$ cat config.mk
export PLATFORM = sky130hd
export DESIGN_NAME = host_serial_link
export DESIGN_NICKNAME = d
export VERILOG_FILES = /design/src/rtl/hsl_pkg.sv /design/src/rtl/hsl_sync.sv /design/src/rtl/hsl_baud.sv /design/src/rtl/hsl_rx.sv /design/src/rtl/hsl_tx.sv /design/src/rtl/host_serial_link.sv
export SDC_FILE = /design/constraint.sdc
export NUM_CORES = 1
export LEC_CHECK = 0
export ABC_AREA = 1
export BUFFER_PORTS_ARGS = -buffer_cell sky130_fd_sc_hd__buf_2
export CELL_PAD_IN_SITES_DETAIL_PLACEMENT = 0
export CELL_PAD_IN_SITES_GLOBAL_PLACEMENT = 1
export CORE_UTILIZATION = 40
export DETAILED_ROUTE_END_ITERATION = 8
export PLACE_DENSITY = 0.87
export SETUP_SLACK_MARGIN = 0.1
export SYNTH_ARGS = -nofsm -noshare
export SYNTH_HDL_FRONTEND = slang
export SYNTH_SLANG_ARGS = --single-unit
$ cat constraint.sdc
create_clock -name clk -period 2.5 [get_ports clk]
set_input_delay 0.125 -clock clk [delete_from_list [all_inputs] [get_ports clk]]
set_output_delay 0.125 -clock clk [all_outputs]
set_load 0.005 [all_outputs]
$ cat src/rtl/hsl_pkg.sv
package hsl_pkg;

  typedef struct packed {
    logic async_m;   // asynchronous framing
    logic mark_en;   // address/data marker present
    logic par_en;    // parity requested
    logic par_odd;   // odd parity when set
  } hsl_cfg_t;

  typedef enum logic [2:0] {
    RX_IDLE,
    RX_START,
    RX_BITS,
    RX_STOP,
    RX_WAITHI
  } rx_st_e;

  // bits between start and stop (async) or per character (clocked)
  function automatic int payload_bits(input int dw, input hsl_cfg_t c);
    return dw + int'(c.mark_en) + int'(c.async_m & c.par_en);
  endfunction

endpackage

$ cat src/rtl/hsl_sync.sv
module hsl_sync #(
  parameter int W = 3,
  parameter logic [W-1:0] RST_VAL = '0
) (
  input  logic         clk,
  input  logic         rst_n,
  input  logic [W-1:0] d,
  output logic [W-1:0] q
);
  logic [W-1:0] s1_q, s2_q;

  always_ff @(posedge clk or negedge rst_n) begin
    if (!rst_n) begin
      s1_q <= RST_VAL;
      s2_q <= RST_VAL;
    end else begin
      s1_q <= d;
      s2_q <= s1_q;
    end
  end

  assign q = s2_q;
endmodule

$ cat src/rtl/hsl_baud.sv
module hsl_baud #(
  parameter int DIV_W = 16
) (
  input  logic             clk,
  input  logic             rst_n,
  input  logic             en,
  input  logic [DIV_W-1:0] div,
  output logic             tick
);
  logic [DIV_W-1:0] cnt_q, cnt_d;
  logic             wrap;

  assign wrap = (div <= DIV_W'(1)) || (cnt_q >= div - DIV_W'(1));
  assign tick = en & wrap;

  always_comb begin
    if (!en || wrap) cnt_d = '0;
    else             cnt_d = cnt_q + DIV_W'(1);
  end

  always_ff @(posedge clk or negedge rst_n) begin
    if (!rst_n) cnt_q <= '0;
    else        cnt_q <= cnt_d;
  end


  tick_gap_chk: assert property (@(posedge clk) disable iff (!rst_n)
    (tick && en && div >= DIV_W'(2)) |=> !tick);
endmodule

$ cat src/rtl/hsl_rx.sv
module hsl_rx import hsl_pkg::*; #(
  parameter int DATA_W = 8,
  parameter int OVS    = 16
) (
  input  logic              clk,
  input  logic              rst_n,
  input  hsl_cfg_t          cfg,
  input  logic              tick,
  input  logic              rxd,
  input  logic              sclk_rise,
  input  logic              frame_act,
  input  logic              rx_ready,
  output logic              rx_valid,
  output logic [DATA_W-1:0] rx_data,
  output logic              rx_marker,
  output logic              rx_par_err,
  output logic              rx_frm_err
);
  localparam int SR_W  = DATA_W + 2;
  localparam int IDX_W = $clog2(SR_W);
  localparam int OV_W  = $clog2(OVS);
  localparam logic [OV_W-1:0] OV_LAST = OV_W'(OVS - 1);
  localparam logic [OV_W-1:0] OV_MID  = OV_W'(OVS / 2 - 1);

  rx_st_e             st_q, st_d;
  logic [OV_W-1:0]    ov_q, ov_d;
  logic [IDX_W-1:0]   idx_q, idx_d, last_idx;
  logic [SR_W-1:0]    sh_q, sh_d;
  logic               vld_q, vld_d, mk_q, mk_d, pe_q, pe_d, fe_q, fe_d;
  logic [DATA_W-1:0]  dat_q, dat_d;
  logic               deliver, stop_bad, ov_end, par_calc, par_bit;

  assign last_idx = IDX_W'(payload_bits(DATA_W, cfg) - 1);
  assign ov_end   = tick && (ov_q == OV_LAST);

  // next-state: bit framing
  always_comb begin
    st_d     = st_q;
    ov_d     = ov_q;
    idx_d    = idx_q;
    sh_d     = sh_q;
    deliver  = 1'b0;
    stop_bad = 1'b0;
    if (tick) ov_d = ov_q + OV_W'(1);
    case (st_q)
      RX_IDLE: begin
        ov_d = '0;
        if (cfg.async_m) begin
          if (!rxd) st_d = RX_START;
        end else if (!frame_act) begin
          idx_d = '0;
        end else if (sclk_rise) begin
          sh_d[idx_q] = rxd;
          if (idx_q == last_idx) begin
            idx_d   = '0;
            deliver = 1'b1;
          end else begin
            idx_d = idx_q + IDX_W'(1);
          end
        end
      end
      RX_START: if (tick && ov_q == OV_MID) begin
        ov_d  = '0;
        idx_d = '0;
        sh_d  = '0;
        st_d  = rxd ? RX_IDLE : RX_BITS;
      end
      RX_BITS: if (ov_end) begin
        ov_d        = '0;
        sh_d[idx_q] = rxd;
        if (idx_q == last_idx) st_d = RX_STOP;
        else                   idx_d = idx_q + IDX_W'(1);
      end
      RX_STOP: if (ov_end) begin
        ov_d     = '0;
        deliver  = 1'b1;
        stop_bad = !rxd;
        st_d     = rxd ? RX_IDLE : RX_WAITHI;
      end
      RX_WAITHI: if (rxd) st_d = RX_IDLE;
      default: st_d = RX_IDLE;
    endcase
    if (!cfg.async_m && st_q != RX_IDLE) begin
      st_d  = RX_IDLE;
      idx_d = '0;
    end
  end

  assign par_calc = (^sh_d[DATA_W-1:0]) ^ (cfg.mark_en & sh_d[DATA_W]) ^ cfg.par_odd;
  assign par_bit  = cfg.mark_en ? sh_d[DATA_W+1] : sh_d[DATA_W];

  // next-state: output holding register
  always_comb begin
    vld_d = vld_q;
    dat_d = dat_q;
    mk_d  = mk_q;
    pe_d  = 1'b0;
    fe_d  = 1'b0;
    if (rx_ready) vld_d = 1'b0;
    if (deliver) begin
      vld_d = 1'b1;
      dat_d = sh_d[DATA_W-1:0];
      mk_d  = cfg.mark_en & sh_d[DATA_W];
      pe_d  = cfg.async_m & cfg.par_en & (par_calc != par_bit);
      fe_d  = stop_bad;
    end
  end

  always_ff @(posedge clk or negedge rst_n) begin
    if (!rst_n) begin
      st_q  <= RX_IDLE;
      ov_q  <= '0;
      idx_q <= '0;
      sh_q  <= '0;
      vld_q <= 1'b0;
      dat_q <= '0;
      mk_q  <= 1'b0;
      pe_q  <= 1'b0;
      fe_q  <= 1'b0;
    end else begin
      st_q  <= st_d;
      ov_q  <= ov_d;
      idx_q <= idx_d;
      sh_q  <= sh_d;
      vld_q <= vld_d;
      dat_q <= dat_d;
      mk_q  <= mk_d;
      pe_q  <= pe_d;
      fe_q  <= fe_d;
    end
  end

  assign rx_valid   = vld_q;
  assign rx_data    = dat_q;
  assign rx_marker  = mk_q;
  assign rx_par_err = pe_q;
  assign rx_frm_err = fe_q;


  par_err_valid_chk: assert property (@(posedge clk) disable iff (!rst_n)
    rx_par_err |-> rx_valid);

  frm_err_pulse_chk: assert property (@(posedge clk) disable iff (!rst_n)
    rx_frm_err |=> !rx_frm_err);

  rx_hold_chk: assert property (@(posedge clk) disable iff (!rst_n)
    (rx_valid && !rx_ready && !deliver) |=>
      (rx_valid && $stable(rx_data) && $stable(rx_marker)));

  clocked_no_err_chk: assert property (@(posedge clk) disable iff (!rst_n)
    (!cfg.async_m && !$past(cfg.async_m)) |-> (!rx_par_err && !rx_frm_err));
endmodule

$ cat src/rtl/hsl_tx.sv
module hsl_tx import hsl_pkg::*; #(
  parameter int DATA_W = 8,
  parameter int OVS    = 16
) (
  input  logic              clk,
  input  logic              rst_n,
  input  hsl_cfg_t          cfg,
  input  logic              tick,
  input  logic              sclk_fall,
  input  logic              frame_act,
  input  logic              tx_valid,
  input  logic [DATA_W-1:0] tx_data,
  input  logic              tx_marker,
  output logic              tx_ready,
  output logic              txd
);
  localparam int SR_W  = DATA_W + 2;
  localparam int FR_W  = SR_W + 2;
  localparam int CNT_W = $clog2(FR_W + 1);
  localparam int OV_W  = $clog2(OVS);
  localparam logic [OV_W-1:0] OV_LAST = OV_W'(OVS - 1);

  logic              busy_q, busy_d;
  logic [FR_W-1:0]   sh_q, sh_d;
  logic [CNT_W-1:0]  cnt_q, cnt_d, nsend;
  logic [OV_W-1:0]   ov_q, ov_d;
  logic [SR_W-1:0]   pay;
  logic              par, accept, step;

  // payload: data, then marker, then parity; unused upper bits idle high
  always_comb begin
    par = (^tx_data) ^ (cfg.mark_en & tx_marker) ^ cfg.par_odd;
    pay = '1;
    pay[DATA_W-1:0] = tx_data;
    if (cfg.mark_en) begin
      pay[DATA_W] = tx_marker;
      if (cfg.async_m && cfg.par_en) pay[DATA_W+1] = par;
    end else if (cfg.async_m && cfg.par_en) begin
      pay[DATA_W] = par;
    end
  end

  assign nsend  = CNT_W'(payload_bits(DATA_W, cfg) + (cfg.async_m ? 2 : 0));
  assign accept = tx_valid && !busy_q;
  assign step   = busy_q && (cfg.async_m ? (tick && ov_q == OV_LAST)
                                         : (sclk_fall && frame_act));

  always_comb begin
    busy_d = busy_q;
    sh_d   = sh_q;
    cnt_d  = cnt_q;
    ov_d   = ov_q;
    if (busy_q && tick) ov_d = (ov_q == OV_LAST) ? '0 : ov_q + OV_W'(1);
    if (accept) begin
      busy_d = 1'b1;
      ov_d   = '0;
      cnt_d  = nsend;
      sh_d   = cfg.async_m ? {1'b1, pay, 1'b0} : {2'b11, pay};
    end else if (step) begin
      sh_d  = {1'b1, sh_q[FR_W-1:1]};
      cnt_d = cnt_q - CNT_W'(1);
      if (cnt_q == CNT_W'(1)) busy_d = 1'b0;
    end
  end

  always_ff @(posedge clk or negedge rst_n) begin
    if (!rst_n) begin
      busy_q <= 1'b0;
      sh_q   <= '1;
      cnt_q  <= '0;
      ov_q   <= '0;
    end else begin
      busy_q <= busy_d;
      sh_q   <= sh_d;
      cnt_q  <= cnt_d;
      ov_q   <= ov_d;
    end
  end

  assign tx_ready = !busy_q;
  assign txd      = sh_q[0];


  tx_accept_busy_chk: assert property (@(posedge clk) disable iff (!rst_n)
    (tx_valid && tx_ready) |=> !tx_ready);

  tx_idle_high_chk: assert property (@(posedge clk) disable iff (!rst_n)
    tx_ready |-> txd);

  tx_start_low_chk: assert property (@(posedge clk) disable iff (!rst_n)
    (tx_valid && tx_ready && cfg.async_m) |=> !txd);

  tx_stop_high_chk: assert property (@(posedge clk) disable iff (!rst_n)
    ($rose(tx_ready) && cfg.async_m) |-> $past(txd));
endmodule

$ cat src/rtl/host_serial_link.sv
module host_serial_link import hsl_pkg::*; #(
  parameter int DATA_W = 8,
  parameter int OVS    = 16,
  parameter int DIV_W  = 16
) (
  input  logic              clk,
  input  logic              rst_n,
  input  logic              cfg_async,
  input  logic              cfg_marker_en,
  input  logic              cfg_parity_en,
  input  logic              cfg_parity_odd,
  input  logic [DIV_W-1:0]  baud_div,
  input  logic              host_sclk,
  input  logic              host_frame_n,
  input  logic              ser_rxd,
  output logic              ser_txd,
  input  logic              tx_valid,
  output logic              tx_ready,
  input  logic [DATA_W-1:0] tx_data,
  input  logic              tx_marker,
  output logic              rx_valid,
  input  logic              rx_ready,
  output logic [DATA_W-1:0] rx_data,
  output logic              rx_marker,
  output logic              rx_par_err,
  output logic              rx_frm_err
);
  hsl_cfg_t cfg;
  logic     rst_s1_q, rst_n_i;
  logic     rxd_s, sclk_s, frame_n_s, sclk_prev_q;
  logic     sclk_rise, sclk_fall, frame_act, tick;

  assign cfg.async_m = cfg_async;
  assign cfg.mark_en = cfg_marker_en;
  assign cfg.par_en  = cfg_parity_en;
  assign cfg.par_odd = cfg_parity_odd;

  // reset asserts at once, releases on the clock
  always_ff @(posedge clk or negedge rst_n) begin
    if (!rst_n) begin
      rst_s1_q <= 1'b0;
      rst_n_i  <= 1'b0;
    end else begin
      rst_s1_q <= 1'b1;
      rst_n_i  <= rst_s1_q;
    end
  end

  hsl_sync #(.W(3), .RST_VAL(3'b101)) u_in_sync (
    .clk   (clk),
    .rst_n (rst_n_i),
    .d     ({ser_rxd, host_sclk, host_frame_n}),
    .q     ({rxd_s, sclk_s, frame_n_s})
  );

  always_ff @(posedge clk or negedge rst_n_i) begin
    if (!rst_n_i) sclk_prev_q <= 1'b0;
    else          sclk_prev_q <= sclk_s;
  end

  assign sclk_rise = sclk_s & ~sclk_prev_q;
  assign sclk_fall = ~sclk_s & sclk_prev_q;
  assign frame_act = ~frame_n_s;

  hsl_baud #(.DIV_W(DIV_W)) u_baud (
    .clk   (clk),
    .rst_n (rst_n_i),
    .en    (cfg_async),
    .div   (baud_div),
    .tick  (tick)
  );

  hsl_rx #(.DATA_W(DATA_W), .OVS(OVS)) u_rx (
    .clk        (clk),
    .rst_n      (rst_n_i),
    .cfg        (cfg),
    .tick       (tick),
    .rxd        (rxd_s),
    .sclk_rise  (sclk_rise),
    .frame_act  (frame_act),
    .rx_ready   (rx_ready),
    .rx_valid   (rx_valid),
    .rx_data    (rx_data),
    .rx_marker  (rx_marker),
    .rx_par_err (rx_par_err),
    .rx_frm_err (rx_frm_err)
  );

  hsl_tx #(.DATA_W(DATA_W), .OVS(OVS)) u_tx (
    .clk       (clk),
    .rst_n     (rst_n_i),
    .cfg       (cfg),
    .tick      (tick),
    .sclk_fall (sclk_fall),
    .frame_act (frame_act),
    .tx_valid  (tx_valid),
    .tx_data   (tx_data),
    .tx_marker (tx_marker),
    .tx_ready  (tx_ready),
    .txd       (ser_txd)
  );
endmodule

==> flow_summary.json, run 1 <==
{
  "status": "finished with violations",
  "violations": "setup timing",
  "synth.avg_cell_area_sq_um": 7.46,
  "detail-route-antenna-nets": 0,
  "drv_cap": 0,
  "power_mw": 5.85,
  "drive_above_1_share_pct": 37.6,
  "finalWirelength_um": 13500,
  "instances_no_fill": 1044,
  "hpwl_um": 9410,
  "post_drt_wl_per_cell_um": 12.9,
  "cts_tree": "built",
  "worstSkewPairLatency_ps": 330,
  "rsz0062_at_grt": "true",
  "dr.pass1.iters": 5,
  "numCtsBuffers": 9,
  "htreeDepth": 3,
  "grt_pass1_wl_um": 23300,
  "yosys.area.top_type": "dfrtp_1",
  "vdd_drop_max_mv": 0.428,
  "fillerInstances": 1128,
  "p_leak_nw": 3.80,
  "synth.top_cell.area_share_pct": 29.6,
  "cts_buffer_depth": 2,
  "crit_type": "in2reg",
  "powerDensity_nw_per_um2": 767,
  "whs_ps": 99.7,
  "drcViolationCount": 0,
  "synth.ff_latch_count": 78,
  "via_count": 5225,
  "fp.dieH_um": 117,
  "critPathMaxStageDelay_ps": 280,
  "clk_pin_slew_worst_paths_ps": 60,
  "cts_root_buffer": "clkbuf_16",
  "synth_cell_types": 48,
  "min_path_type": "in2async",
  "async_flop_share_pct": 100,
  "synth-seq-area-share_pct": 37.0,
  "core_sq_um": 12800,
  "drt_iter0_markers": 332,
  "cpMostUsedCell": "nand2_1",
  "yosysMostFrequentCell": "nand2_1",
  "period_share_pct": 123,
  "rows": 41,
  "grt.busiest_layer": "met2",
  "finalCriticalPeriod_ps": 3080,
  "cp_max_fo": 6,
  "yosys-top-cells-area": "dfrtp_1 (30%), nand2_1 (14%), dfstp_2 (7.4%)",
  "ys_top_cells_by_count": "nand2_1 (200), inv_1 (97), nor2_1 (64)",
  "tightest_slew_ps": 991,
  "grt.met3_usage_pct": 3.10,
  "hold_violations": 0,
  "die_x_um": 117,
  "grt_max_degree": 77,
  "synthCells": 715,
  "boundaryPins": 50,
  "synth_flop_cell": "dfrtp_1",
  "gp_congestion": 0.879,
  "clock_skew_ps": 7.55,
  "synth-edff-count": 0,
  "use_met1_pct": 25.7,
  "viasPerCell": 5.00,
  "nets": 933,
  "grt_usage_pct": 20.2,
  "area_growth_pct": 42.9,
  "antenna_found_initial": 0,
  "critPathLaunchType": "input port",
  "dp_slack_ps": -960,
  "crit_slowest_cell": "ha_1",
  "die-area_sq_um": 13800,
  "max_freq_mhz": 324,
  "start_util_pct": 41.6,
  "setup_viol": 49,
  "required_ps": 2730,
  "synthesis.area_sq_um": 5330,
  "finalWorstSetupSlack_ps": -583,
  "numClockSinks": 78,
  "gr-total-overflow": 0,
  "slew_headroom_pct": 33.9,
  "gr-usage-met2_pct": 34.8,
  "dpl.cell_count": 993,
  "slew_violations": 0,
  "io_buffers": 49,
  "arrival_ps": 3310,
  "syn_nets": 781,
  "ys_warn_count": 0,
  "insertedDiodeCount": 0,
  "cp-end-kind": "flip-flop",
  "grt_pass1_vias": 5247
}
-- state kept, by name (all words and copies together), names as in the netlist --
signal,count
rst_n_i,1
u_rx.rx_valid,1
u_rx.sh_q,10
u_rx.rx_par_err,1
u_rx.rx_marker,1
u_rx.rx_data,8
u_tx.busy_q,1
u_in_sync.q,3
u_tx.cnt_q,4
rst_s1_q,1
sclk_prev_q,1
u_in_sync.s1_q,3
u_rx.ov_q,4
u_tx.ov_q,4
u_baud.cnt_q,16
u_rx.rx_frm_err,1
u_tx.sh_q,11
u_rx.idx_q,4
u_rx.st_q,3
-- worst max-delay path, delay by kind of cell --
kind                       cells  cell delay [ps]
AOI/OAI and AO/OA              1              200
xor gates and xnor gates       1              140
adders and majority gates      2              410
buffers and inverters          3              250
and+or+nand+nor               23             2180
-- layer usage --
metal | wire, um | part of all wire (%)
met5 | 0 | 0
met4 | 210 | 1.6
met3 | 493 | 3.6
met2 | 6750 | 50
met1 | 6060 | 45
-- timing repair --
action                                  4_1_cts  5_1_grt
endpoints found under the setup margin       53       69
hold buffers                                  5        0
pin swaps                                    25       21
gates resized for setup                      82       78
hold endpoints to repair                      6        0
buffers inserted                             20        9
gates cloned                                  3        1
-- layout by cell type, fill, tap and decap left out, drive strengths merged, types with 9 or more instances in the layout --
| cell type | n |
|---|---|
| a21oi | 31 |
| buf | 143 |
| clkbuf | 15 |
| dfrtp | 63 |
| dfstp | 15 |
| ha | 30 |
| inv | 105 |
| nand2 | 209 |
| nand3 | 40 |
| nor2 | 72 |
| nor3 | 13 |
| nor3b | 10 |
| o211ai | 9 |
| o21ai | 43 |
| xor2 | 17 |
-- path summary, 6_finish.rpt --
path	start	endpoint	slack (ps)	cells after the start
min reg2reg	rst_s1_q	rst_n_i	350	0
min in group clk	cfg_parity_en	u_rx.rx_par_err	200	5
max	baud_div[0]	u_rx.rx_par_err	-580	30
max in group asynchronous	rst_n_i	u_rx.sh_q[9]	1370	0
min	rst_n	rst_n_i	100	2
max reg2reg	u_baud.cnt_q[11]	u_rx.rx_par_err	-90	20
-- layout make-up --
class | instances | area [sq um] | area share, %
timing repair inverter | 1 | 7.51 | 0.0985
clock inverter | 1 | 8.76 | 0.115
tap | 172 | 215 | 2.82
multi-input combinational | 522 | 3500 | 45.9
timing repair buffer | 149 | 1170 | 15.4
sequential | 78 | 1970 | 25.9
clock buffer | 15 | 300 | 3.94
inverter | 106 | 440 | 5.78
-- metrics by stage --
| stage | utilization, % | cell area (sq um) | TNS, ps |
|---|---|---|---|
| after floorplan | - | 5490 | -6590 |
| after global placement | 49.9 | 6400 | -30510 |
| after detailed placement | 49.9 | 6400 | -34470 |
| after CTS | 56.5 | 7240 | -13350 |
| after global routing | 59.4 | 7620 | -32690 |
| final | 59.4 | 7620 | -17290 |
-- report_power, final --
group / internal [mW] / leakage, nW / switching, mW / total, mW
sequential: 1.53 / 0.992 / 0.222 / 1.76
clock: 0.824 / 0.150 / 0.504 / 1.33
combinational: 1.14 / 2.66 / 1.62 / 2.76
total: 3.50 / 3.80 / 2.35 / 5.85
-- cell families after synthesis --
group / Yosys count / share of synthesized area, %
simple gates: 357 / 31.1
mux: 1 / 0.188
xor+xnor: 25 / 4.11
fa+ha+maj: 30 / 7.04
flops: 78 / 37.0
other cells: 1 / 0.0703
compound gates: 108 / 12.3
buf+inv: 115 / 8.24
Power figures use the tool's default switching activity.
==> run 2: changes to the inputs <==
Settings changed: CORE_UTILIZATION 40 to 48, PLACE_DENSITY 0.87 to 0.95, SLEW_MARGIN set to 20, SYNTH_HIERARCHICAL set to 1.
Clock period 2.5 ns to 3.8 ns, I/O delays scaled along.
==> flow_summary.json, run 2 <==
{
  "status": "finished clean",
  "cts_buffer_depth": 2,
  "cts_root_buffer": "clkbuf_8",
  "viasPerCell": 5.19,
  "hold_violations": 0,
  "antenna_found_initial": 0,
  "core_sq_um": 10900,
  "instances_no_fill": 939,
  "cts_tree": "built",
  "synth-seq-area-share_pct": 36.7,
  "largest_register_ffs": 16,
  "setup_tns_ps": 0,
  "drt_iter0_markers": 303,
  "grt_usage_pct": 21.5,
  "cp_max_fo": 10,
  "powerDensity_nw_per_um2": 452,
  "tightest_slew_ps": 971,
  "synth_flop_cell": "dfrtp_1",
  "boundaryPins": 50,
  "finalCriticalPeriod_ps": 3420,
  "die_x_um": 108,
  "period_share_pct": 90.1,
  "synthCells": 730,
  "yosys-top-cells-area": "dfrtp_1 (29%), nand2_1 (13%), dfstp_2 (7.3%)",
  "die-area_sq_um": 11600,
  "synth.ff_latch_count": 78,
  "power_mw": 2.73,
  "yosys.area.top_type": "dfrtp_1",
  "min_path_type": "in2reg",
  "ys_top_cells_by_count": "nand2_1 (191), inv_1 (104), nor2_1 (75)",
  "yosysMostFrequentCell": "nand2_1",
  "reg_top3": "u_baud/cnt_q x16, u_tx/sh_q x11, u_rx/sh_q x10",
  "finalWirelength_um": 11900,
  "insertedDiodeCount": 0,
  "grt_pass1_wl_um": 20000,
  "slew_headroom_pct": 35.3,
  "slew_violations": 0,
  "synth.top_cell.area_share_pct": 29.4,
  "dr.pass1.iters": 5,
  "cp-end-kind": "flip-flop",
  "worstSkewPairLatency_ps": 360,
  "nets": 860,
  "rsz0062_at_grt": "false",
  "clk_pin_slew_worst_paths_ps": 90,
  "critPathLaunchType": "input port",
  "area_growth_pct": 12.6,
  "setup_viol": 0,
  "syn_nets": 796,
  "rows": 38,
  "grt_pass1_vias": 4600,
  "detail-route-antenna-nets": 0,
  "htreeDepth": 3,
  "start_util_pct": 49.3,
  "vdd_drop_max_mv": 0.272,
  "drive_above_1_share_pct": 18.6,
  "path_delay_family": "simple AND/OR/NAND/NOR gates",
  "ys_warn_count": 6,
  "dpl.cell_count": 915,
  "drv_cap": 0,
  "clock_skew_ps": 12.9,
  "crit_type": "in2reg",
  "top_register": "u_baud/cnt_q",
  "via_count": 4878,
  "crit_slowest_cell": "ha_1",
  "arrival_ps": 3710,
  "final_util_pct": 55.5,
  "cpMostUsedCell": "nand2_1",
  "required_ps": 4090,
  "synthesis.area_sq_um": 5370,
  "drcViolationCount": 0,
  "async_flop_share_pct": 100,
  "grt_max_degree": 77,
  "p_leak_nw": 3.12,
  "critPathMaxStageDelay_ps": 260,
  "gp_congestion": 0.849,
  "synth-edff-count": 0,
  "fp.dieH_um": 108,
  "path_buf_inv": 4,
  "post_drt_wl_per_cell_um": 12.7,
  "gr-total-overflow": 0,
  "final_common_cell": "nand2_1",
  "max_freq_mhz": 292,
  "synth_cell_types": 46,
  "mostFrequentLayoutCells": "nand2_1 (191), inv_1 (104), nor2_1 (71)",
  "synth.avg_cell_area_sq_um": 7.35,
  "hpwl_um": 8850,
  "io_buffers": 49,
  "numCtsBuffers": 9,
  "numClockSinks": 78
}
[run 2: cell types whose count changed in the layout (fill, tap and decap cells not counted), moves of 18 or more]
cell	delta
buf_4	-69
buf_6	-21
o21ai_0	+25
nand2_1	+24
nor2_1	+24
inv_1	+18
nand3_1	+25
[run 2: cells by family (layout without fill, tap and decap cells)]
kind of cell               Yosys count  count (layout)  synth area share (%)
AOI/OAI and AO/OA                   92              93                  10.1
xor gates and xnor gates            33              33                  5.38
adders and majority gates           30              30                  6.99
buffers and inverters              118             186                  8.67
DFF                                 78              78                  36.7
other                                1               1                0.0698
and+or+nand+nor                    378             378                  32.1
[run 2: power by group]
part | switching [mW] | internal (mW) | total (mW)
clock | 0.306 | 0.270 | 0.576
sequential | 0.115 | 0.988 | 1.10
combinational | 0.682 | 0.371 | 1.05
[run 2: final timing paths]
kind                       slack, ps         startpoint  depth (start not counted)          endpoint
setup / recovery                 380        baud_div[0]                         27   u_rx/rx_par_err
hold / removal                    10           rx_ready                          2     u_rx/rx_valid
setup reg to reg                 730   u_baud/cnt_q[11]                         21   u_rx/rx_par_err
hold reg to reg                  360  u_in_sync/s1_q[2]                          0    u_in_sync/q[2]
max in group asynchronous       2670            rst_n_i                          0  u_baud/cnt_q[11]
min in group asynchronous        150              rst_n                          2           rst_n_i
[run 2: worst register-to-register path: cells and delay by family, from the launching register on]
| kind | cells | cell delay [ps] |
|---|---|---|
| simple gates | 16 | 1750 |
| compound gates | 2 | 370 |
| fa+ha+maj | 1 | 330 |
| buf+inv | 2 | 110 |
| flops | 1 | 450 |
[run 2: metrics by stage]
stage          hold WS [ps]  setup WS, ps  instance area (sq um)
4_1_cts                3.47           256                   5990
5_1_grt                6.45          82.1                   6050
3_3_place_gp          -24.1          39.6                   5760
2_1_floorplan          -106           290                   5370
6_report               13.7           375                   6050
3_5_place_dp          -24.2         -78.4                   5760
[run 2: area by class of cell]
class | instances | area [sq um]
fillers | 1060 | 4840
multi-input cells | 535 | 2970
flip-flops and latches | 78 | 1970
inverters | 112 | 420
repair buffers | 58 | 323
well taps | 140 | 175
clock buffers | 11 | 151
clock inverters | 5 | 33.8
[run 2: repair_timing]
item,in CTS,in global routing
setup buffers,0,3
hold buffers,4,0
endpoints found under the hold margin,5,0
endpoints found under the setup margin,0,1
gates resized for setup,0,10
[run 2: layer usage]
layer	track usage, %	up-vias	part of all wire [%]
met3	4.30	13	4.2
met1	26.8	2299	46
li1	-	2454	-
met4	5.77	0	1.2
met2	37.5	112	49
met5	0	-	0
